File: config.mk
export PLATFORM = sky130hd
export DESIGN_NAME = irq_chain_ctrl
export DESIGN_NICKNAME = d
export VERILOG_FILES = /design/src/rtl/irq_chain_pkg.sv /design/src/rtl/irq_rate_gen.sv /design/src/rtl/irq_prio_resolve.sv /design/src/rtl/irq_ack_seq.sv /design/src/rtl/irq_chain_ctrl.sv
export SDC_FILE = /design/constraint.sdc
export NUM_CORES = 1
export LEC_CHECK = 0
export CAP_MARGIN = 30
export CORE_ASPECT_RATIO = 0.8
export CORE_MARGIN = 4
export CORE_UTILIZATION = 25
export CTS_CLUSTER_DIAMETER = 50
export CTS_CLUSTER_SIZE = 12
export DETAILED_ROUTE_END_ITERATION = 12
export GPL_ROUTABILITY_DRIVEN = 1
export SYNTH_ARGS = -nofsm -noshare
export SYNTH_HDL_FRONTEND = slang
export SYNTH_SLANG_ARGS = --single-unit
File: constraint.sdc
create_clock -name clk -period 2.17 [get_ports clk]
set_input_delay 0.217 -clock clk [delete_from_list [all_inputs] [get_ports clk]]
set_output_delay 0.217 -clock clk [all_outputs]
set_load 0.01 [all_outputs]
File: src/rtl/irq_chain_pkg.sv
package irq_chain_pkg;

   // Progress of one acknowledge window.
   typedef enum logic [1:0] {
      ACK_IDLE  = 2'd0,   // no acknowledge sampled
      ACK_OPEN  = 2'd1,   // acknowledge open, read not yet seen
      ACK_SERVE = 2'd2,   // read claimed the cycle, vector on the bus
      ACK_SPENT = 2'd3    // read consumed, nothing more until close
   } ack_state_e;

endpackage

File: src/rtl/irq_rate_gen.sv
module irq_rate_gen #(
   parameter bit HALF_RATE = 1'b1
) (
   input  logic clk,
   input  logic rst_n,
   input  logic stall,
   output logic tick
);

   generate
      if (HALF_RATE) begin : g_half
         logic phase_q;
         always_ff @(posedge clk or negedge rst_n) begin
            if (!rst_n)      phase_q <= 1'b0;
            else if (!stall) phase_q <= ~phase_q;
         end
         assign tick = phase_q & ~stall;
      end else begin : g_full
         assign tick = ~stall;
      end
   endgenerate

endmodule

File: src/rtl/irq_prio_resolve.sv
module irq_prio_resolve #(
   parameter  int NUM_SRC = 6,
   localparam int SRC_W   = $clog2(NUM_SRC)
) (
   input  logic [NUM_SRC-1:0] pend,
   input  logic [NUM_SRC-1:0] ius,
   output logic               req_active,
   output logic [SRC_W-1:0]   cand_idx,
   output logic [NUM_SRC-1:0] ius_top
);

   logic [NUM_SRC-1:0] blocked;
   logic [NUM_SRC-1:0] open_req;

   // A source is blocked by any under-service bit at its own or higher priority.
   always_comb begin
      logic acc;
      acc = 1'b0;
      for (int i = 0; i < NUM_SRC; i++) begin
         acc        = acc | ius[i];
         blocked[i] = acc;
      end
   end

   assign open_req   = pend & ~blocked;
   assign req_active = |open_req;

   always_comb begin
      cand_idx = '0;
      for (int i = NUM_SRC - 1; i >= 0; i--) begin
         if (open_req[i]) cand_idx = SRC_W'(i);
      end
   end

   // Lowest set under-service bit as a one-hot mask.
   assign ius_top = ius & (~ius + NUM_SRC'(1));

endmodule

File: src/rtl/irq_ack_seq.sv
module irq_ack_seq
   import irq_chain_pkg::*;
#(
   parameter  int NUM_SRC = 6,
   parameter  int VEC_W   = 8,
   localparam int SRC_W   = $clog2(NUM_SRC)
) (
   input  logic                   clk,
   input  logic                   rst_n,
   input  logic                   intack_n,
   input  logic                   rd_n,
   input  logic                   iei,
   input  logic                   req_active,
   input  logic [SRC_W-1:0]       cand_idx,
   input  logic [VEC_W-SRC_W-1:0] vec_hi,
   output logic                   ack_q,
   output logic                   claim,
   output logic                   data_oe,
   output logic [VEC_W-1:0]       data_out
);

   logic             rd_prev_q;
   ack_state_e       state_q, state_d;
   logic [VEC_W-1:0] vec_q;
   logic             rd_fall, window, consume;

   assign rd_fall = rd_prev_q & ~rd_n;
   assign window  = (state_q == ACK_IDLE) || (state_q == ACK_OPEN);
   assign consume = ack_q & rd_fall & window;
   assign claim   = consume & iei & req_active;

   always_comb begin
      state_d = state_q;
      if (!ack_q) begin
         state_d = ACK_IDLE;
      end else begin
         case (state_q)
            ACK_IDLE, ACK_OPEN: begin
               if (consume) state_d = claim ? ACK_SERVE : ACK_SPENT;
               else         state_d = ACK_OPEN;
            end
            ACK_SERVE: if (rd_n) state_d = ACK_SPENT;
            ACK_SPENT: state_d = ACK_SPENT;
         endcase
      end
   end

   always_ff @(posedge clk or negedge rst_n) begin
      if (!rst_n) begin
         ack_q     <= 1'b0;
         rd_prev_q <= 1'b1;
         state_q   <= ACK_IDLE;
         vec_q     <= '0;
      end else begin
         ack_q     <= ~intack_n;
         rd_prev_q <= rd_n;
         state_q   <= state_d;
         if (claim) vec_q <= {vec_hi, cand_idx};
      end
   end

   assign data_oe  = ack_q & ~rd_n & (state_q == ACK_SERVE);
   assign data_out = data_oe ? vec_q : '0;

endmodule

File: src/rtl/irq_chain_ctrl.sv
module irq_chain_ctrl #(
   parameter  int NUM_SRC   = 6,
   parameter  int VEC_W     = 8,
   parameter  int PTR_W     = 4,
   parameter  int STALL_LO  = 2,
   parameter  int STALL_HI  = 3,
   parameter  bit HALF_RATE = 1'b1,
   localparam int SRC_W     = $clog2(NUM_SRC)
) (
   input  logic                   clk,
   input  logic                   rst_n,
   input  logic [NUM_SRC-1:0]     src_req,
   input  logic [PTR_W-1:0]       reg_ptr,
   input  logic [VEC_W-SRC_W-1:0] vec_hi,
   input  logic                   intack_n,
   input  logic                   rd_n,
   input  logic                   iei,
   input  logic                   reset_ius,
   output logic                   int_n,
   output logic                   ieo,
   output logic                   data_oe,
   output logic [VEC_W-1:0]       data_out
);

   generate
      if (NUM_SRC < 2) begin : g_bad_src
         $error("NUM_SRC must be at least 2");
      end
      if (SRC_W >= VEC_W) begin : g_bad_vec
         $error("vector too narrow for the source index");
      end
      if (STALL_LO >= 2**PTR_W || STALL_HI >= 2**PTR_W) begin : g_bad_ptr
         $error("stall pointer values exceed PTR_W");
      end
   endgenerate

   logic [NUM_SRC-1:0] ip_q, ius_q, ius_top, claim_mask;
   logic [SRC_W-1:0]   cand_idx;
   logic               stall, tick, req_active, ack_q, claim;

   assign stall = (reg_ptr == PTR_W'(STALL_LO)) || (reg_ptr == PTR_W'(STALL_HI));

   irq_rate_gen #(.HALF_RATE(HALF_RATE)) u_rate (
      .clk   (clk),
      .rst_n (rst_n),
      .stall (stall),
      .tick  (tick)
   );

   irq_prio_resolve #(.NUM_SRC(NUM_SRC)) u_prio (
      .pend       (ip_q),
      .ius        (ius_q),
      .req_active (req_active),
      .cand_idx   (cand_idx),
      .ius_top    (ius_top)
   );

   irq_ack_seq #(.NUM_SRC(NUM_SRC), .VEC_W(VEC_W)) u_ack (
      .clk        (clk),
      .rst_n      (rst_n),
      .intack_n   (intack_n),
      .rd_n       (rd_n),
      .iei        (iei),
      .req_active (req_active),
      .cand_idx   (cand_idx),
      .vec_hi     (vec_hi),
      .ack_q      (ack_q),
      .claim      (claim),
      .data_oe    (data_oe),
      .data_out   (data_out)
   );

   assign claim_mask = claim ? (NUM_SRC'(1) << cand_idx) : '0;

   always_ff @(posedge clk or negedge rst_n) begin
      if (!rst_n) begin
         ip_q  <= '0;
         ius_q <= '0;
      end else begin
         if (tick) ip_q <= src_req;
         ius_q <= (ius_q & ~(reset_ius ? ius_top : '0)) | claim_mask;
      end
   end

   assign int_n = ~req_active;
   assign ieo   = iei & ~(|ius_q) & ~(ack_q & req_active);

endmodule

==> flow_summary.json <==
{
  "die-area_mm2": 0.005984,
  "synth_nets": 121,
  "firstDrtPassIters": 4,
  "setup_violations": 0,
  "placed_cells": 194,
  "dpl.hpwl_um": 2091,
  "grt_start_max_net_pins": 26,
  "ys_ff_latch": 25,
  "highest_layer": "met4",
  "status": "completed",
  "chipHeight_um": 70.00,
  "ys_warn_count": 0,
  "p_per_area_mw_per_mm2": 946.0,
  "instances_no_fill": 201,
  "cts_max_level": 1,
  "syn_to_final_growth_pct": 41.25,
  "post-route-period-util_pct": 95.85,
  "pin_count": 32,
  "ir_worst_vdd_mv": 0.2668,
  "cts_made_buffers": 3,
  "end_kind": "primary output",
  "grt_usage_pct": 9.198,
  "core-area_mm2": 0.004624,
  "clockBufferDepth": 2,
  "final_antenna_net_count": 0,
  "whs_ns": 0.2977,
  "dr_wl_met2_um": 1392,
  "report.final.slew_viol_count": 0,
  "cts_tree": "yes",
  "met1Wirelength_um": 1297,
  "yosysSeqAreaShare_pct": 52.19,
  "drt-total-wl_um": 2775,
  "viasPerCell": 4.622,
  "final_cell_mix": "clkdlybuf4s50_1 (29), dfrtp_1 (24), and2_1 (8), nand2_1 (7), buf_4 (7)",
  "grt_pass1_wl_um": 4595,
  "tightest_slew_ns": 0.3343,
  "start_util_pct": 25.97,
  "rows": 22,
  "nets": 163,
  "hold_violations": 0,
  "syn_avg_cell_area_um2": 12.01,
  "hold_class": "in2async",
  "cp_max_fo": 4,
  "drcViolationCount": 0,
  "fin_crit_ns": 2.080,
  "synth_area_mm2": 0.001201,
  "synthFlopType": "dfrtp_1",
  "wl_met3_um": 63,
  "routedWlPerCell_um": 13.81,
  "critical_path_class": "reg2out",
  "setup.worst_path.start_class": "flip-flop",
  "fin_skew_ns": 0.009473,
  "numPortBuffers": 30,
  "power.leakage_nw": 0.7328,
  "numClockSinks": 25,
  "crit_required_ns": 1.95,
  "antenna_found_initial": 0,
  "gp_congestion": 0.7403,
  "n_antenna_cell": 0,
  "synth_cell_types": 31,
  "cts_root_buffer": "clkbuf_8",
  "crit_arrival_ns": 1.86,
  "cts_hold_buffers": 0,
  "vias": 929,
  "synthCells": 100,
  "fmax_mhz": 480.8,
  "layout_commonest_cell": "clkdlybuf4s50_1",
  "grt-ovfl-total": 0,
  "relSlewSlack_pct": 77.71,
  "grt_pass1_vias": 978,
  "die_width_um": 85.50,
  "synthArstFlopShare_pct": 100.0,
  "drv_cap": 0,
  "drtIter0Drc": 56,
  "synth-edff-count": 0,
  "clk_latency_ns": 0.28,
  "drive_above_1_share_pct": 21.28,
  "clk_pin_slew_ns": 0.10
}
## layer usage
metal,up-vias,global-route usage [%]
met5,-,0
met2,14,15.09
met1,475,12.47
li1,438,-
met4,0,3.163
met3,2,1.061
## through the flow
step	utilization, %	power [W]	setup TNS, ns	setup WS [ns]	area (um^2)
2_1_floorplan	-	0.001086	0	0.4936	1201
3_3_place_gp	35.09	0.001254	0	0.1466	1623
3_5_place_dp	35.09	0.001280	0	0.1357	1623
4_1_cts	36.47	0.001595	0	0.0004570	1687
5_1_grt	36.69	0.001698	-0.004987	-0.004987	1697
6_report	36.69	0.001605	0	0.09003	1697
## path summary, 6_finish.rpt
check | startpoint | cells after the start | slack [ns] | endpoint
min in group clk | rd_n | 1 | 0.41 | u_ack.rd_prev_q
worst min register to register | u_rate.g_half.phase_q | 1 | 0.47 | u_rate.g_half.phase_q
worst min-delay path | rst_n | 2 | 0.30 | ius_q[1]
worst max register to register | ius_q[2] | 6 | 0.36 | u_ack.vec_q[5]
max in group asynchronous | rst_n | 2 | 1.58 | u_ack.rd_prev_q
worst max-delay path | ius_q[2] | 5 | 0.09 | int_n
## area by class of cell
type,count,area (um^2)
clock buffers,3,41.29
clock inverters,1,7.507
fillers,474,2928
inverters,4,15.01
multi-input cells,70,555.5
flip-flops and latches,25,626.9
well taps,60,75.07
repair buffers,38,375.4
## flip-flops by register name, indices dropped and copies added, names as in the netlist
name,count
u_ack.ack_q,1
u_rate.g_half.phase_q,1
ius_q,6
ip_q,6
u_ack.state_q,2
u_ack.rd_prev_q,1
u_ack.vec_q,8
## critical path, stage by stage (launching register included)
cell             delay, ns
dfrtp_1               0.45
nor3_4                0.30
o211ai_2              0.18
nand3_1               0.13
inv_1                 0.04
clkdlybuf4s50_1       0.47
## cells by family (layout without fill, tap and decap cells)
| kind of cell | count (synthesis) | after routing | share of synthesized area [%] |
|---|---|---|---|
| AND/OR/NAND/NOR | 37 | 37 | 19.27 |
| flip-flops | 25 | 25 | 52.19 |
| AO/OA/AOI/OAI | 20 | 20 | 13.12 |
| multiplexers | 12 | 12 | 13.12 |
| buffers and inverters | 5 | 46 | 1.562 |
| XOR/XNOR | 1 | 1 | 0.7293 |
## power by group
group / internal [W] / switching, W
Combinational: 0.000342 / 0.000274
Sequential: 0.000601 / 0.0000999
Clock: 0.000130 / 0.000158
Total: 0.00107 / 0.000532
## cell usage after synthesis (2+ instances only)
library cell  instances  area, um^2
dfrtp_1              24       600.6
and2_1                8       50.05
nand2_1               7       26.28
mux2_2                6       67.56
mux2_4                6       90.09
nor2_1                6       22.52
o21ai_1               5       25.02
inv_1                 4       15.01
nand4b_1              4       35.03
nor2b_1               4       25.02
o21ai_0               3       15.01
a2bb2oi_1             2       17.52
nor3b_1               2       15.01
o31ai_1               2       15.01
## repair_timing
item,4_1_cts,5_1_grt
gates resized for setup,0,1
endpoints found under the setup margin,1,2
pin swaps,2,1
buffers inserted,2,1
(Power assumes the default switching activity.)
